--- src/rtl/pwr_seq_pkg.sv ---
package pwr_seq_pkg;

    // Sequencer states
    typedef enum logic [2:0] {
        ST_IDLE    = 3'd0,
        ST_UP_DLY  = 3'd1,
        ST_UP_WAIT = 3'd2,
        ST_ON      = 3'd3,
        ST_DN_WAIT = 3'd4,
        ST_DN_DLY  = 3'd5,
        ST_HALT    = 3'd6
    } seq_state_t;

endpackage

--- src/rtl/pseq_sync.sv ---
module pseq_sync #(
    parameter int W      = 1,
    parameter int STAGES = 2
) (
    input  logic         clk,
    input  logic         rst,
    input  logic [W-1:0] d_i,
    output logic [W-1:0] q_o
);

    logic [W-1:0] stage_q [STAGES];

    always_ff @(posedge clk) begin
        if (rst) begin
            for (int s = 0; s < STAGES; s++) stage_q[s] <= '0;
        end else begin
            stage_q[0] <= d_i;
            for (int s = 1; s < STAGES; s++) stage_q[s] <= stage_q[s-1];
        end
    end

    assign q_o = stage_q[STAGES-1];

endmodule

--- src/rtl/pseq_tmr.sv ---
module pseq_tmr #(
    parameter int CW = 16
) (
    input  logic          clk,
    input  logic          rst,
    input  logic          load_i,
    input  logic          clear_i,
    input  logic [CW-1:0] limit_i,
    output logic          expired_o,
    output logic          busy_o
);

    logic [CW-1:0] cnt_d, cnt_q;
    logic          busy_d, busy_q;

    assign expired_o = busy_q && (cnt_q == '0);
    assign busy_o    = busy_q;

    always_comb begin
        cnt_d  = cnt_q;
        busy_d = busy_q;
        if (load_i) begin
            cnt_d  = limit_i;
            busy_d = 1'b1;
        end else if (clear_i || expired_o) begin
            busy_d = 1'b0;
        end else if (busy_q) begin
            cnt_d = cnt_q - 1'b1;
        end
    end

    always_ff @(posedge clk) begin
        if (rst) begin
            cnt_q  <= '0;
            busy_q <= 1'b0;
        end else begin
            cnt_q  <= cnt_d;
            busy_q <= busy_d;
        end
    end

endmodule

--- src/rtl/pwr_seq_ctrl.sv ---
module pwr_seq_ctrl
    import pwr_seq_pkg::*;
#(
    parameter int NR          = 4,
    parameter int DLY_W       = 16,
    parameter int PG_W        = 20,
    parameter int SYNC_STAGES = 2
) (
    input  logic             clk,
    input  logic             rst,
    input  logic             run_i,
    input  logic [NR-1:0]    rail_good_i,
    input  logic             fault_kill_i,
    input  logic             pg_enable_i,
    input  logic [DLY_W-1:0] dly_cycles_i,
    input  logic [PG_W-1:0]  pg_cycles_i,
    output logic [NR-1:0]    rail_en_o,
    output logic [NR-1:0]    hyst_en_o,
    output logic             done_o,
    output logic             pg_timeout_o,
    output logic             seq_err_o,
    output logic             pg_busy_o
);

    localparam int IW = (NR > 1) ? $clog2(NR) : 1;
    localparam logic [IW-1:0] LAST = IW'(NR - 1);

    typedef struct packed {
        seq_state_t    st;
        logic [IW-1:0] idx;
        logic [NR-1:0] en;
        logic [NR-1:0] hyst;
        logic          done;
        logic          pgto;
        logic          serr;
    } ctl_t;

    ctl_t ctl_d, ctl_q;

    logic [NR:0]   sync_q;
    logic          run_s;
    logic [NR-1:0] good_s;
    logic          dly_load, dly_clr, dly_exp, dly_busy;
    logic          pg_load, pg_clr, pg_exp;
    logic          good_cur;
    logic [IW-1:0] idx_up, idx_dn;

    // Two-flop synchronizers for the level inputs
    pseq_sync #(.W(NR + 1), .STAGES(SYNC_STAGES)) u_sync (
        .clk (clk),
        .rst (rst),
        .d_i ({run_i, rail_good_i}),
        .q_o (sync_q)
    );

    assign run_s  = sync_q[NR];
    assign good_s = sync_q[NR-1:0];

    // Inter-rail delay counter
    pseq_tmr #(.CW(DLY_W)) u_dly (
        .clk       (clk),
        .rst       (rst),
        .load_i    (dly_load),
        .clear_i   (dly_clr),
        .limit_i   (dly_cycles_i),
        .expired_o (dly_exp),
        .busy_o    (dly_busy)
    );

    // Power-good watchdog counter
    pseq_tmr #(.CW(PG_W)) u_pg (
        .clk       (clk),
        .rst       (rst),
        .load_i    (pg_load),
        .clear_i   (pg_clr),
        .limit_i   (pg_cycles_i),
        .expired_o (pg_exp),
        .busy_o    (pg_busy_o)
    );

    assign good_cur = good_s[ctl_q.idx];
    assign idx_up   = ctl_q.idx + 1'b1;
    assign idx_dn   = ctl_q.idx - 1'b1;

    always_comb begin
        ctl_d      = ctl_q;
        ctl_d.pgto = 1'b0;
        ctl_d.serr = 1'b0;
        dly_load   = 1'b0;
        pg_load    = 1'b0;
        dly_clr    = !((ctl_q.st == ST_UP_DLY) || (ctl_q.st == ST_DN_DLY));
        pg_clr     = (ctl_q.st != ST_UP_WAIT);

        if (fault_kill_i) begin
            ctl_d.st   = ST_HALT;
            ctl_d.idx  = '0;
            ctl_d.en   = '0;
            ctl_d.hyst = '0;
            ctl_d.done = 1'b0;
        end else begin
            case (ctl_q.st)
                ST_IDLE: begin
                    if (run_s) begin
                        ctl_d.idx = '0;
                        dly_load  = 1'b1;
                        ctl_d.st  = ST_UP_DLY;
                    end
                end
                ST_UP_DLY, ST_UP_WAIT: begin
                    if (!run_s) begin
                        ctl_d.st   = ST_HALT;
                        ctl_d.en   = '0;
                        ctl_d.hyst = '0;
                        ctl_d.done = 1'b0;
                        ctl_d.serr = 1'b1;
                    end else if (ctl_q.st == ST_UP_DLY) begin
                        if (dly_exp) begin
                            ctl_d.en[ctl_q.idx] = 1'b1;
                            pg_load             = pg_enable_i;
                            ctl_d.st            = ST_UP_WAIT;
                        end
                    end else if (good_cur) begin
                        ctl_d.hyst[ctl_q.idx] = 1'b1;
                        pg_clr                = 1'b1;
                        if (ctl_q.idx == LAST) begin
                            ctl_d.done = 1'b1;
                            ctl_d.st   = ST_ON;
                        end else begin
                            ctl_d.idx = idx_up;
                            dly_load  = 1'b1;
                            ctl_d.st  = ST_UP_DLY;
                        end
                    end else if (pg_exp) begin
                        ctl_d.pgto = 1'b1;
                    end
                end
                ST_ON: begin
                    if (!run_s) begin
                        ctl_d.en[LAST] = 1'b0;
                        ctl_d.idx      = LAST;
                        ctl_d.st       = ST_DN_WAIT;
                    end
                end
                ST_DN_WAIT, ST_DN_DLY: begin
                    if (run_s) begin
                        ctl_d.st   = ST_HALT;
                        ctl_d.en   = '0;
                        ctl_d.hyst = '0;
                        ctl_d.done = 1'b0;
                        ctl_d.serr = 1'b1;
                    end else if (ctl_q.st == ST_DN_WAIT) begin
                        if (!good_cur) begin
                            ctl_d.hyst[ctl_q.idx] = 1'b0;
                            if (ctl_q.idx == '0) begin
                                ctl_d.done = 1'b0;
                                ctl_d.st   = ST_IDLE;
                            end else begin
                                dly_load = 1'b1;
                                ctl_d.st = ST_DN_DLY;
                            end
                        end
                    end else if (dly_exp) begin
                        ctl_d.idx        = idx_dn;
                        ctl_d.en[idx_dn] = 1'b0;
                        ctl_d.st         = ST_DN_WAIT;
                    end
                end
                ST_HALT: begin
                    ctl_d.en   = '0;
                    ctl_d.hyst = '0;
                    ctl_d.done = 1'b0;
                    if (!run_s) ctl_d.st = ST_IDLE;
                end
                default: ctl_d.st = ST_HALT;
            endcase
        end
    end

    always_ff @(posedge clk) begin
        if (rst) ctl_q <= '0;
        else     ctl_q <= ctl_d;
    end

    assign rail_en_o    = ctl_q.en & ~{NR{fault_kill_i}};
    assign hyst_en_o    = ctl_q.hyst;
    assign done_o       = ctl_q.done;
    assign pg_timeout_o = ctl_q.pgto;
    assign seq_err_o    = ctl_q.serr;

endmodule

--- config.mk ---
export PLATFORM = sky130hd
export DESIGN_NAME = pwr_seq_ctrl
export DESIGN_NICKNAME = d
export VERILOG_FILES = /design/src/rtl/pwr_seq_pkg.sv /design/src/rtl/pseq_sync.sv /design/src/rtl/pseq_tmr.sv /design/src/rtl/pwr_seq_ctrl.sv
export SDC_FILE = /design/constraint.sdc
export NUM_CORES = 1
export LEC_CHECK = 0
export BUFFER_PORTS_ARGS = -buffer_cell sky130_fd_sc_hd__buf_2
export CORE_UTILIZATION = 35
export DETAILED_ROUTE_END_ITERATION = 10
export PLACE_DENSITY = 0.55
export SLEW_MARGIN = 20
export SYNTH_ARGS = -nofsm -noshare
export SYNTH_HDL_FRONTEND = slang
export SYNTH_HIERARCHICAL = 1
export SYNTH_SLANG_ARGS = --single-unit
--- constraint.sdc ---
create_clock -name clk -period 3.5 [get_ports clk]
set_input_delay 0.7 -clock clk [delete_from_list [all_inputs] [get_ports clk]]
set_output_delay 0.7 -clock clk [all_outputs]
set_load 0.1 [all_outputs]
==> key figures, run 1 <==
Worst setup path
  – Slowest Stage Delay on Critical Path: 0.66 ns
  – Max FO, Critical Path: 21
  – Critical-path cell list: or4_1, or3_1, nor2_1, nand2_1, nor4_2, inv_1, and4_1, a2111oi_1
  – Logic depth of the worst register-to-register path: 8
  – Kind of launch point of the worst setup path: register
  – Beginning of the worst register-to-register path: u_dly/cnt_q[7]
  – Worst path arrival time: 3.31 ns
  – Endpoint kind of the worst setup timing path: register
  – Terminus of the critical flop-to-flop path: u_pg/cnt_q[14]
  – Worst endpoint required time: 3.71 ns
  – Worst setup slack for register-to-register paths: 0.40 ns
  – Crit-path slowest cell: sky130_fd_sc_hd__or4_1
  – Worst Path Class, Setup: register to register

Synthesis
  – Yosys cell types: 78
  – Largest cells by area after synthesis: sky130_fd_sc_hd__dfxtp_1 (32%), sky130_fd_sc_hd__nor2_1 (4.3%), sky130_fd_sc_hd__a21oi_1 (3.7%), sky130_fd_sc_hd__nor2b_1 (3.3%), sky130_fd_sc_hd__a311oi_1 (3.1%)
  – Syn_area_per_cell: 8.17 µm²
  – Most area-hungry cell type in the Yosys netlist: sky130_fd_sc_hd__dfxtp_1
  – Number of flops mapped to enable cells by yosys: 0
  – Number of synthesized register bits: 64
  – Instance count of the mapped netlist: 486
  – Cell Area, Synth: 3970 µm²
  – Most numerous cell types in the synthesized netlist: sky130_fd_sc_hd__dfxtp_1 (64), sky130_fd_sc_hd__nor2_1 (46), sky130_fd_sc_hd__a21oi_1 (29)
  – Sequential element share of the synthesized area: 32.3%
  – Predominant post-synthesis flop cell: sky130_fd_sc_hd__dfxtp_1
  – Most numerous cell in the Yosys netlist: sky130_fd_sc_hd__dfxtp_1
  – Yosys warning total: 6
  – Post-synth top area share: 32.3%
  – Fraction of synthesis flops using an asynchronous set or reset pin: 0%
  – Synthesized net count: 538

Global routing
  – Number of global-route vias before repair: 3474
  – Initial antenna violation count: 0
  – Global route overflow: 0
  – Pin count of the biggest net entering global routing: 31
  – Global-route wire length before repair: 17.2 mm
  – Global routing usage summed across all routing layers: 18.4%

Placement
  – Pre-CTS setup slack: 0.396 ns
  – Routability-driven placement congestion ratio: 0.846
  – Port-buffer cells: 56
  – Post-DP HPWL: 7.31 mm

Worst hold path
  – Source of the worst hold timing path: u_sync/stage_q[0][1]
  – Destination of the worst hold path: u_sync/stage_q[0][6]
  – Hold/Removal Path Class: register to register
  – Cell count of the worst hold path: 1

Route
  – Number of antenna-violating nets in the routed design: 0
  – Remaining routing DRC violations: 0
  – First DRT Iteration DRCs: 226
  – Number of detailed-route iterations in the first pass: 5
  – Vias per std cell: 5.65
  – Total length of routed wires: 10.3 mm
  – Routed wire per std cell: 15.2 µm
  – Detailed-route via count: 3811

Clocking
  – TritonCTS Sinks: 64
  – Number of levels the H-tree was split into: 3
  – Clock tree from TritonCTS: built
  – Number of post-CTS setup repair buffers: 0
  – CTS clock-pin slew for the worst setup and hold paths: 0.06 ns
  – Hold-fix buffers at CTS: 0
  – Insertion delay of the later-clocked pin in the worst-skew pair: 0.32 ns
  – Buffer type at the clock tree root: sky130_fd_sc_hd__clkbuf_16
  – Post-cts sizing count: 0
  – CTS Buf Count: 9
  – Maximum clock path buffer count: 2

Floorplan
  – Die area: 11800 µm²
  – Vertical die dimension: 109 µm
  – Top-level I/O count: 57
  – Starting utilization of the core area: 36.3%
  – Core box area: 10900 µm²
  – Row count: 38
  – Die boundary width: 109 µm

Timing
  – Maximum clock frequency: 0.322 GHz
  – Rel. slew slack: 51.0%
  – Sum of negative setup slack: 0 ns
  – Total count of hold-check failures in the final report: 0
  – Final period util: 88.7%
  – Transition time at the pin with the least slew margin: 0.734 ns
  – Worst Setup Slack, final: 0.396 ns
  – Hold WS: 0.436 ns
  – Max Clock Skew: 0.00981 ns
  – Unrepaired setup endpoints after global routing: no
  – Crit path time final: 3.10 ns
  – Pins Over Slew Limit: 0
  – Setup-violating endpoint count in the final report: 0

Power
  – Largest voltage drop on the vdd net: 243 µV
  – Leakage power figure: 1.79 nW
  – Power per cell area: 441 nW/µm²

Run status
  – Run status: finished clean

Flow run
  – Maxcap violations: 0

Finish
  – Fin nets: 582
  – Area growth from synthesis to layout: 17.7%
  – Antenna diode count: 0
  – Fin util: 42.8%
  – Share of final-layout standard cells stronger than drive strength 1: 21.3%
[worst max-delay path by stage]
stage	start	end	slack, ns	depth (start not counted)
2_1_floorplan	u_dly/cnt_q[7]	u_pg/cnt_q[12]	0.54	11
3_3_place_gp	u_dly/cnt_q[7]	u_pg/cnt_q[14]	0.45	8
3_5_place_dp	u_dly/cnt_q[7]	u_pg/cnt_q[14]	0.40	8
4_1_cts	u_dly/cnt_q[7]	u_pg/cnt_q[14]	0.38	8
5_1_grt	u_dly/cnt_q[7]	ctl_q[14]	0.14	9
6_report	u_dly/cnt_q[7]	u_pg/cnt_q[14]	0.40	8
[layer usage]
| metal | track usage, % | part of all wire (%) | up-vias |
|---|---|---|---|
| li1 | - | - | 1927 |
| met1 | 25.8 | 50 | 1784 |
| met2 | 28.4 | 45 | 85 |
| met3 | 2.71 | 3.9 | 15 |
| met4 | 7.14 | 1.8 | 0 |
| met5 | 0 | 0 | - |
[through the flow]
| step | instance area [µm²] | power [mW] | cells |
|---|---|---|---|
| floorplan | 3970 | 1.02 | 486 |
| global route | 4680 | 2.16 | 675 |
| detailed placement | 4360 | 1.11 | 659 |
| global placement | 4360 | 1.11 | 659 |
| finish | 4680 | 2.06 | 675 |
| CTS | 4680 | 2.08 | 675 |
[layout make-up]
class	count	area, µm²
Clock inverter	3	65.1
Inverter	27	101
Sequential cell	64	1280
Timing Repair Buffer	71	393
Fill cell	1136	6260
Multi-Input combinational cell	357	2410
Tap cell	140	175
Clock buffer	13	250
[registers in the layout (all words and copies together) (netlist names), 4 cells and up]
| signal | count |
|---|---|
| ctl_q | 9 |
| hyst_en_o | 4 |
| u_dly/cnt_q | 16 |
| u_pg/cnt_q | 20 |
| u_sync/stage_q | 10 |
[power breakdown]
group / internal, mW / switching, mW / leakage, nW
sequential: 0.751 / 0.0187 / 0.519
combinational: 0.130 / 0.204 / 1.12
clock: 0.642 / 0.316 / 0.154
total: 1.52 / 0.539 / 1.79
[kinds of logic (layout without fill, tap and decap cells)]
group / after synthesis / after routing / share of synthesized area, %
muxes: 1 / 1 / 0.567
and+or+nand+nor: 204 / 204 / 31.1
AOI/OAI and AO/OA: 140 / 140 / 25.4
adders and majority gates: 8 / 8 / 2.46
buffers and inverters: 65 / 114 / 7.34
xor gates and xnor gates: 4 / 4 / 0.882
DFF: 64 / 64 / 32.3
[layout by cell type (no fill, tap or decap), types with 16 or more instances in the layout]
| master | instances |
|---|---|
| sky130_fd_sc_hd__nor2b_1 | 21 |
| sky130_fd_sc_hd__a21oi_1 | 29 |
| sky130_fd_sc_hd__nand2_1 | 17 |
| sky130_fd_sc_hd__nor3_1 | 16 |
| sky130_fd_sc_hd__nand3_1 | 16 |
| sky130_fd_sc_hd__buf_2 | 56 |
| sky130_fd_sc_hd__inv_1 | 27 |
| sky130_fd_sc_hd__dfxtp_1 | 64 |
| sky130_fd_sc_hd__nor2_1 | 46 |
| sky130_fd_sc_hd__o21ai_0 | 23 |
[worst max-delay path: cells and delay by family (launching register included)]
family / cells / cell delay, ns
simple gates: 6 / 1.96
buf+inv: 1 / 0.36
compound gates: 1 / 0.33
flops: 1 / 0.34
(Power assumes the default switching activity.)
==> inputs of run 2 (changes only) <==
- PLACE_DENSITY: 0.55 -> 0.51
==> run 2 against run 1 <==
- total power down 3.7%
- sequential share of layout area increased by 0.20 points
- final cell count fell by 0.15%
- cell area decreased by 0.72%
- wire length is 3.4% higher
- worst setup slack lost 0.077 ns
- first-iteration DRC count down 33%
- sequential cell count did not move
- core utilization decreased by 0.31 points
- critical path type unchanged
- largest power group unchanged
==> key figures, run 2 (synthesis results as in run 1) <==
Run status
  – Run status: finished clean (unchanged)

Timing
  – Unrepaired setup endpoints after global routing: no (unchanged)
  – Transition time at the pin with the least slew margin: 0.696 ns (was 0.734 ns)
  – Setup-violating endpoint count in the final report: 0 (unchanged)
  – Sum of negative setup slack: 0 ns (unchanged)
  – Pins Over Slew Limit: 0 (unchanged)
  – Hold WS: 0.447 ns (was 0.436 ns)
  – Rel. slew slack: 53.6% (was 51.0%)
  – Crit path time final: 3.18 ns (was 3.10 ns)
  – Maximum clock frequency: 0.314 GHz (was 0.322 GHz)
  – Total count of hold-check failures in the final report: 0 (unchanged)
  – Final period util: 90.9% (was 88.7%)
  – Max Clock Skew: 0.00481 ns (was 0.00981 ns)

Finish
  – Largest registers: u_pg/cnt_q x20, u_dly/cnt_q x16, u_sync/stage_q x10 (unchanged)
  – Fin nets: 581 (was 582)
  – Register with the most flip-flops: u_pg/cnt_q (unchanged)
  – Flip-flop count of the largest register after layout: 20 (unchanged)
  – Fill cells: 1151 (was 1136)
  – Share of final-layout standard cells stronger than drive strength 1: 21.5% (was 21.3%)
  – Most common library cell in the layout ignoring fill and taps: sky130_fd_sc_hd__dfxtp_1 (unchanged)
  – Antenna diode count: 0 (unchanged)
  – Area growth from synthesis to layout: 16.9% (was 17.7%)
  – Highest-count cells in the layout ignoring fill and taps: sky130_fd_sc_hd__dfxtp_1 (64), sky130_fd_sc_hd__buf_2 (56), sky130_fd_sc_hd__nor2_1 (46), sky130_fd_sc_hd__a21oi_1 (29), sky130_fd_sc_hd__inv_1 (27) (unchanged)

Clocking
  – Number of post-CTS setup repair buffers: 0 (unchanged)
  – Maximum clock path buffer count: 2 (unchanged)
  – TritonCTS Sinks: 64 (unchanged)
  – Number of levels the H-tree was split into: 3 (unchanged)
  – Clock tree from TritonCTS: built (unchanged)
  – Insertion delay of the later-clocked pin in the worst-skew pair: 0.33 ns (was 0.32 ns)
  – CTS Buf Count: 9 (unchanged)
  – CTS clock-pin slew for the worst setup and hold paths: 0.06 ns (about the same)
  – Post-cts sizing count: 0 (unchanged)
  – Buffer type at the clock tree root: sky130_fd_sc_hd__clkbuf_16 (unchanged)
  – Hold-fix buffers at CTS: 0 (unchanged)

Route
  – Detailed-route via count: 3847 (was 3811)
  – Number of detailed-route iterations in the first pass: 4 (was 5)
  – Total length of routed wires: 10.6 mm (was 10.3 mm)
  – Number of antenna-violating nets in the routed design: 0 (unchanged)
  – Vias per std cell: 5.71 (was 5.65)
  – Remaining routing DRC violations: 0 (unchanged)
  – Routed wire per std cell: 15.8 µm (was 15.2 µm)
  – First DRT Iteration DRCs: 151 (was 226)

Placement
  – Routability-driven placement congestion ratio: 0.837 (was 0.846)
  – Port-buffer cells: 56 (unchanged)
  – Post-DP HPWL: 7.56 mm (was 7.31 mm)

Floorplan
  – Core box area: 10900 µm² (unchanged)
  – Row count: 38 (unchanged)
  – Die boundary width: 109 µm (unchanged)
  – Top-level I/O count: 57 (unchanged)
  – Starting utilization of the core area: 36.3% (unchanged)
  – Vertical die dimension: 109 µm (unchanged)
  – Die area: 11800 µm² (unchanged)

Flow run
  – Maxcap violations: 0 (unchanged)

Power
  – Leakage power figure: 1.77 nW (was 1.79 nW)
  – Power per cell area: 428 nW/µm² (was 441 nW/µm²)
  – Largest voltage drop on the vdd net: 187 µV (was 243 µV)

Worst setup path
  – Slowest Stage Delay on Critical Path: 0.67 ns (was 0.66 ns)
  – Kind of launch point of the worst setup path: register (unchanged)
  – Max FO, Critical Path: 22 (was 21)
  – Critical-path cell list: or4_1, or3_1, nor2_1, nand2_1, nor4_2, inv_1, and4_1, a2111oi_1 (unchanged)
  – Worst endpoint required time: 3.71 ns (about the same)
  – Worst Path Class, Setup: register to register (unchanged)
  – Endpoint kind of the worst setup timing path: register (unchanged)
  – Worst path arrival time: 3.39 ns (was 3.31 ns)
  – Crit-path slowest cell: sky130_fd_sc_hd__or4_1 (unchanged)

Global routing
  – Initial antenna violation count: 0 (unchanged)
  – Global routing usage summed across all routing layers: 19.0% (was 18.4%)
  – Global-route wire length before repair: 17.6 mm (was 17.2 mm)
  – Pin count of the biggest net entering global routing: 29 (was 31)
  – Number of global-route vias before repair: 3576 (was 3474)
  – Global route overflow: 0 (unchanged)

Worst hold path
  – Hold/Removal Path Class: register to register (unchanged)
==> run 2: cell count changes in the layout (fill, tap and decap cells not counted) <==
cell / delta
sky130_fd_sc_hd__buf_4: -1
sky130_fd_sc_hd__clkbuf_1: -2
sky130_fd_sc_hd__bufinv_16: -1
sky130_fd_sc_hd__clkinv_2: +2
sky130_fd_sc_hd__clkbuf_8: -1
sky130_fd_sc_hd__clkinvlp_4: +2
==> run 2: cell type report <==
type	count	area, µm²	area share, %
clock buffers	10	229	4.93
repair buffers	70	385	8.30
inverters	27	101	2.18
clock inverters	6	60.1	1.29
flip-flops and latches	64	1280	27.6
well taps	140	175	3.77
multi-input cells	357	2410	51.9
==> run 2: final timing paths <==
kind | endpoint | startpoint | depth (start not counted) | slack, ns
max | u_pg/cnt_q[14] | u_dly/cnt_q[7] | 8 | 0.32
max reg2reg | u_pg/cnt_q[14] | u_dly/cnt_q[7] | 8 | 0.32
min | u_sync/stage_q[0][6] | u_sync/stage_q[0][1] | 1 | 0.45
min reg2reg | u_sync/stage_q[0][6] | u_sync/stage_q[0][1] | 1 | 0.45
==> run 2: critical path: cells and delay by family, from the launching register on <==
family,cells,cell delay [ns]
buffers and inverters,1,0.38
DFF,1,0.33
AOI/OAI and AO/OA,1,0.35
and+or+nand+nor,6,1.99
==> run 2: where the power goes <==
| part | switching [mW] | internal (mW) |
|---|---|---|
| Clock | 0.335 | 0.547 |
| Sequential | 0.0308 | 0.750 |
| Combinational | 0.196 | 0.128 |
==> run 2: metal layers <==
metal | up-vias | wire [µm] | GRT usage [%]
met5 | - | 0 | 0
met4 | 0 | 139 | 7.92
met3 | 10 | 360 | 2.47
met2 | 79 | 4830 | 29.6
met1 | 1843 | 5310 | 26.3
li1 | 1915 | - | -
==> run 2: metrics by stage <==
stage                     power, mW  setup WS [ns]  instances  cell area (µm²)  util, %
after detailed placement       1.12          0.310        658             4350     39.8
after floorplan                1.02          0.536        486             3970        -
final                          1.99          0.319        674             4640     42.4
after CTS                      2.00          0.326        674             4640     42.4
after global routing           2.08        0.00731        674             4640     42.4
after global placement         1.11          0.408        658             4350     39.8
==> inputs of run 3 (changes only) <==
- CORE_MARGIN: default -> 3
==> run 3 against run 2 <==
- sequential share of layout area barely moved
- die area is 7.5% higher
- via count decreased by 0.65%
- count of clock-buffer cells in the layout unchanged
- cell area up 0.16%
- worst setup slack better by 0.034 ns
- wire length fell by 0.88%
- largest cell class unchanged
- highest routed layer unchanged
==> key figures, run 3 (synthesis results as in run 1) <==
Timing
  – Worst Setup Slack, final: 0.353 ns (was 0.319 ns)
  – Unrepaired setup endpoints after global routing: no (unchanged)
  – Rel. slew slack: 54.5% (was 53.6%)
  – Sum of negative setup slack: 0 ns (unchanged)
  – Total count of hold-check failures in the final report: 0 (unchanged)
  – Pins Over Slew Limit: 0 (unchanged)
  – Crit path time final: 3.15 ns (was 3.18 ns)
  – Maximum clock frequency: 0.318 GHz (was 0.314 GHz)
  – Max Clock Skew: 0.00542 ns (was 0.00481 ns)
  – Setup-violating endpoint count in the final report: 0 (unchanged)
  – Transition time at the pin with the least slew margin: 0.677 ns (was 0.696 ns)
  – Final period util: 89.9% (was 90.9%)

Finish
  – Area growth from synthesis to layout: 17.1% (was 16.9%)
  – Share of final-layout standard cells stronger than drive strength 1: 21.7% (was 21.5%)
  – Antenna diode count: 0 (unchanged)
  – Most common library cell in the layout ignoring fill and taps: sky130_fd_sc_hd__dfxtp_1 (unchanged)
  – Highest-count cells in the layout ignoring fill and taps: sky130_fd_sc_hd__dfxtp_1 (64), sky130_fd_sc_hd__buf_2 (56), sky130_fd_sc_hd__nor2_1 (46), sky130_fd_sc_hd__a21oi_1 (29), sky130_fd_sc_hd__inv_1 (27) (unchanged)
  – Flip-flop count of the largest register after layout: 20 (unchanged)
  – Largest registers: u_pg/cnt_q x20, u_dly/cnt_q x16, u_sync/stage_q x10 (unchanged)
  – Fin nets: 582 (was 581)
  – Register with the most flip-flops: u_pg/cnt_q (unchanged)

Worst setup path
  – Worst path arrival time: 3.37 ns (was 3.39 ns)
  – Endpoint kind of the worst setup timing path: register (unchanged)
  – Worst Path Class, Setup: register to register (unchanged)
  – Worst endpoint required time: 3.72 ns (was 3.71 ns)
  – Kind of launch point of the worst setup path: register (unchanged)
  – Logic depth of the worst register-to-register path: 8 (unchanged)
  – Max FO, Critical Path: 22 (unchanged)

Clocking
  – CTS Buf Count: 9 (unchanged)
  – Hold-fix buffers at CTS: 0 (unchanged)
  – TritonCTS Sinks: 64 (unchanged)
  – CTS clock-pin slew for the worst setup and hold paths: 0.06 ns (about the same)
  – Number of post-CTS setup repair buffers: 0 (unchanged)
  – Clock tree from TritonCTS: built (unchanged)
  – Maximum clock path buffer count: 2 (unchanged)
  – Post-cts sizing count: 0 (unchanged)
  – Number of levels the H-tree was split into: 3 (unchanged)
  – Insertion delay of the later-clocked pin in the worst-skew pair: 0.33 ns (about the same)
  – Buffer type at the clock tree root: sky130_fd_sc_hd__clkbuf_16 (unchanged)

Global routing
  – Initial antenna violation count: 0 (unchanged)
  – Pin count of the biggest net entering global routing: 37 (was 29)
  – Global-route wire length before repair: 17.6 mm (about the same)
  – Global routing usage summed across all routing layers: 17.0% (was 19.0%)
  – Global route overflow: 0 (unchanged)
  – Number of global-route vias before repair: 3542 (was 3576)

Floorplan
  – Starting utilization of the core area: 36.2% (was 36.3%)
  – Die area: 12700 µm² (was 11800 µm²)
  – Core box area: 11000 µm² (was 10900 µm²)
  – Row count: 38 (unchanged)
  – Die boundary width: 113 µm (was 109 µm)
  – Top-level I/O count: 57 (unchanged)
  – Vertical die dimension: 113 µm (was 109 µm)

Placement
  – Post-DP HPWL: 7.50 mm (was 7.56 mm)
  – Port-buffer cells: 56 (unchanged)
  – Routability-driven placement congestion ratio: 0.860 (was 0.837)
  – Pre-CTS setup slack: 0.343 ns (was 0.310 ns)

Power
  – Largest voltage drop on the vdd net: 265 µV (was 187 µV)
  – Power per cell area: 425 nW/µm² (was 428 nW/µm²)
  – Leakage power figure: 1.77 nW (about the same)

Worst hold path
  – Cell count of the worst hold path: 1 (unchanged)
  – Hold/Removal Path Class: register to register (unchanged)

Run status
  – Run status: finished clean (unchanged)

Route
  – Number of antenna-violating nets in the routed design: 0 (unchanged)
  – Total length of routed wires: 10.5 mm (was 10.6 mm)
  – Routed wire per std cell: 15.6 µm (was 15.8 µm)
  – Remaining routing DRC violations: 0 (unchanged)
  – Vias per std cell: 5.66 (was 5.71)
  – Detailed-route via count: 3822 (was 3847)
  – Number of detailed-route iterations in the first pass: 4 (unchanged)
  – First DRT Iteration DRCs: 259 (was 151)

Flow run
  – Maxcap violations: 0 (unchanged)
-- run 3: cell types whose count changed in the layout (fill, tap and decap cells not counted) --
cell,previous run,this run
sky130_fd_sc_hd__buf_4,14,15
-- run 3: through the flow --
step / instance area [µm²] / power [mW] / util (%) / instances / hold WS, ns
after global routing: 4650 / 2.08 / 42.3 / 675 / 0.468
after floorplan: 3970 / 1.02 / - / 486 / 0.414
after CTS: 4650 / 2.01 / 42.3 / 675 / 0.454
after detailed placement: 4360 / 1.11 / 39.7 / 659 / 0.441
after global placement: 4360 / 1.11 / 39.7 / 659 / 0.433
final: 4650 / 1.98 / 42.3 / 675 / 0.450
-- run 3: layout make-up --
cell class	instances	area (µm²)
fill	1141	6330
tap	140	175
timing repair buffer	71	393
sequential	64	1280
inverter	27	101
multi-input combinational	357	2410
clock buffer	10	229
clock inverter	6	60.1
-- run 3: worst max-delay path: stages (launching register included) --
cell and delay [ns]:
sky130_fd_sc_hd__dfxtp_1 0.33, sky130_fd_sc_hd__or4_1 0.66, sky130_fd_sc_hd__or3_1 0.59, sky130_fd_sc_hd__nor2_1 0.19, sky130_fd_sc_hd__nand2_1 0.08, sky130_fd_sc_hd__nor4_2 0.19
sky130_fd_sc_hd__inv_1 0.37, sky130_fd_sc_hd__and4_1 0.28, sky130_fd_sc_hd__a2111oi_1 0.33
-- run 3: final timing paths --
path | from | to | slack [ns]
worst max-delay path | u_dly/cnt_q[7] | u_pg/cnt_q[14] | 0.35
worst min-delay path | u_sync/stage_q[0][3] | u_sync/stage_q[0][8] | 0.45
worst max register to register | u_dly/cnt_q[7] | u_pg/cnt_q[14] | 0.35
worst min register to register | u_sync/stage_q[0][3] | u_sync/stage_q[0][8] | 0.45
-- run 3: power breakdown --
part | internal (mW) | total, mW | switching (mW)
Combinational | 0.124 | 0.312 | 0.188
Clock | 0.547 | 0.877 | 0.331
Sequential | 0.750 | 0.786 | 0.0354
Total | 1.42 | 1.98 | 0.554
-- run 3: layer usage --
layer  track usage (%)  wire, µm  vias up  share of wire [%]
met5                 0         0        -                  0
met2              26.3      4830       78                 46
li1                  -         -     1927                  -
met4              5.21        84        0               0.80
met3              4.47       462        6                4.4
met1              23.3      5170     1811                 49
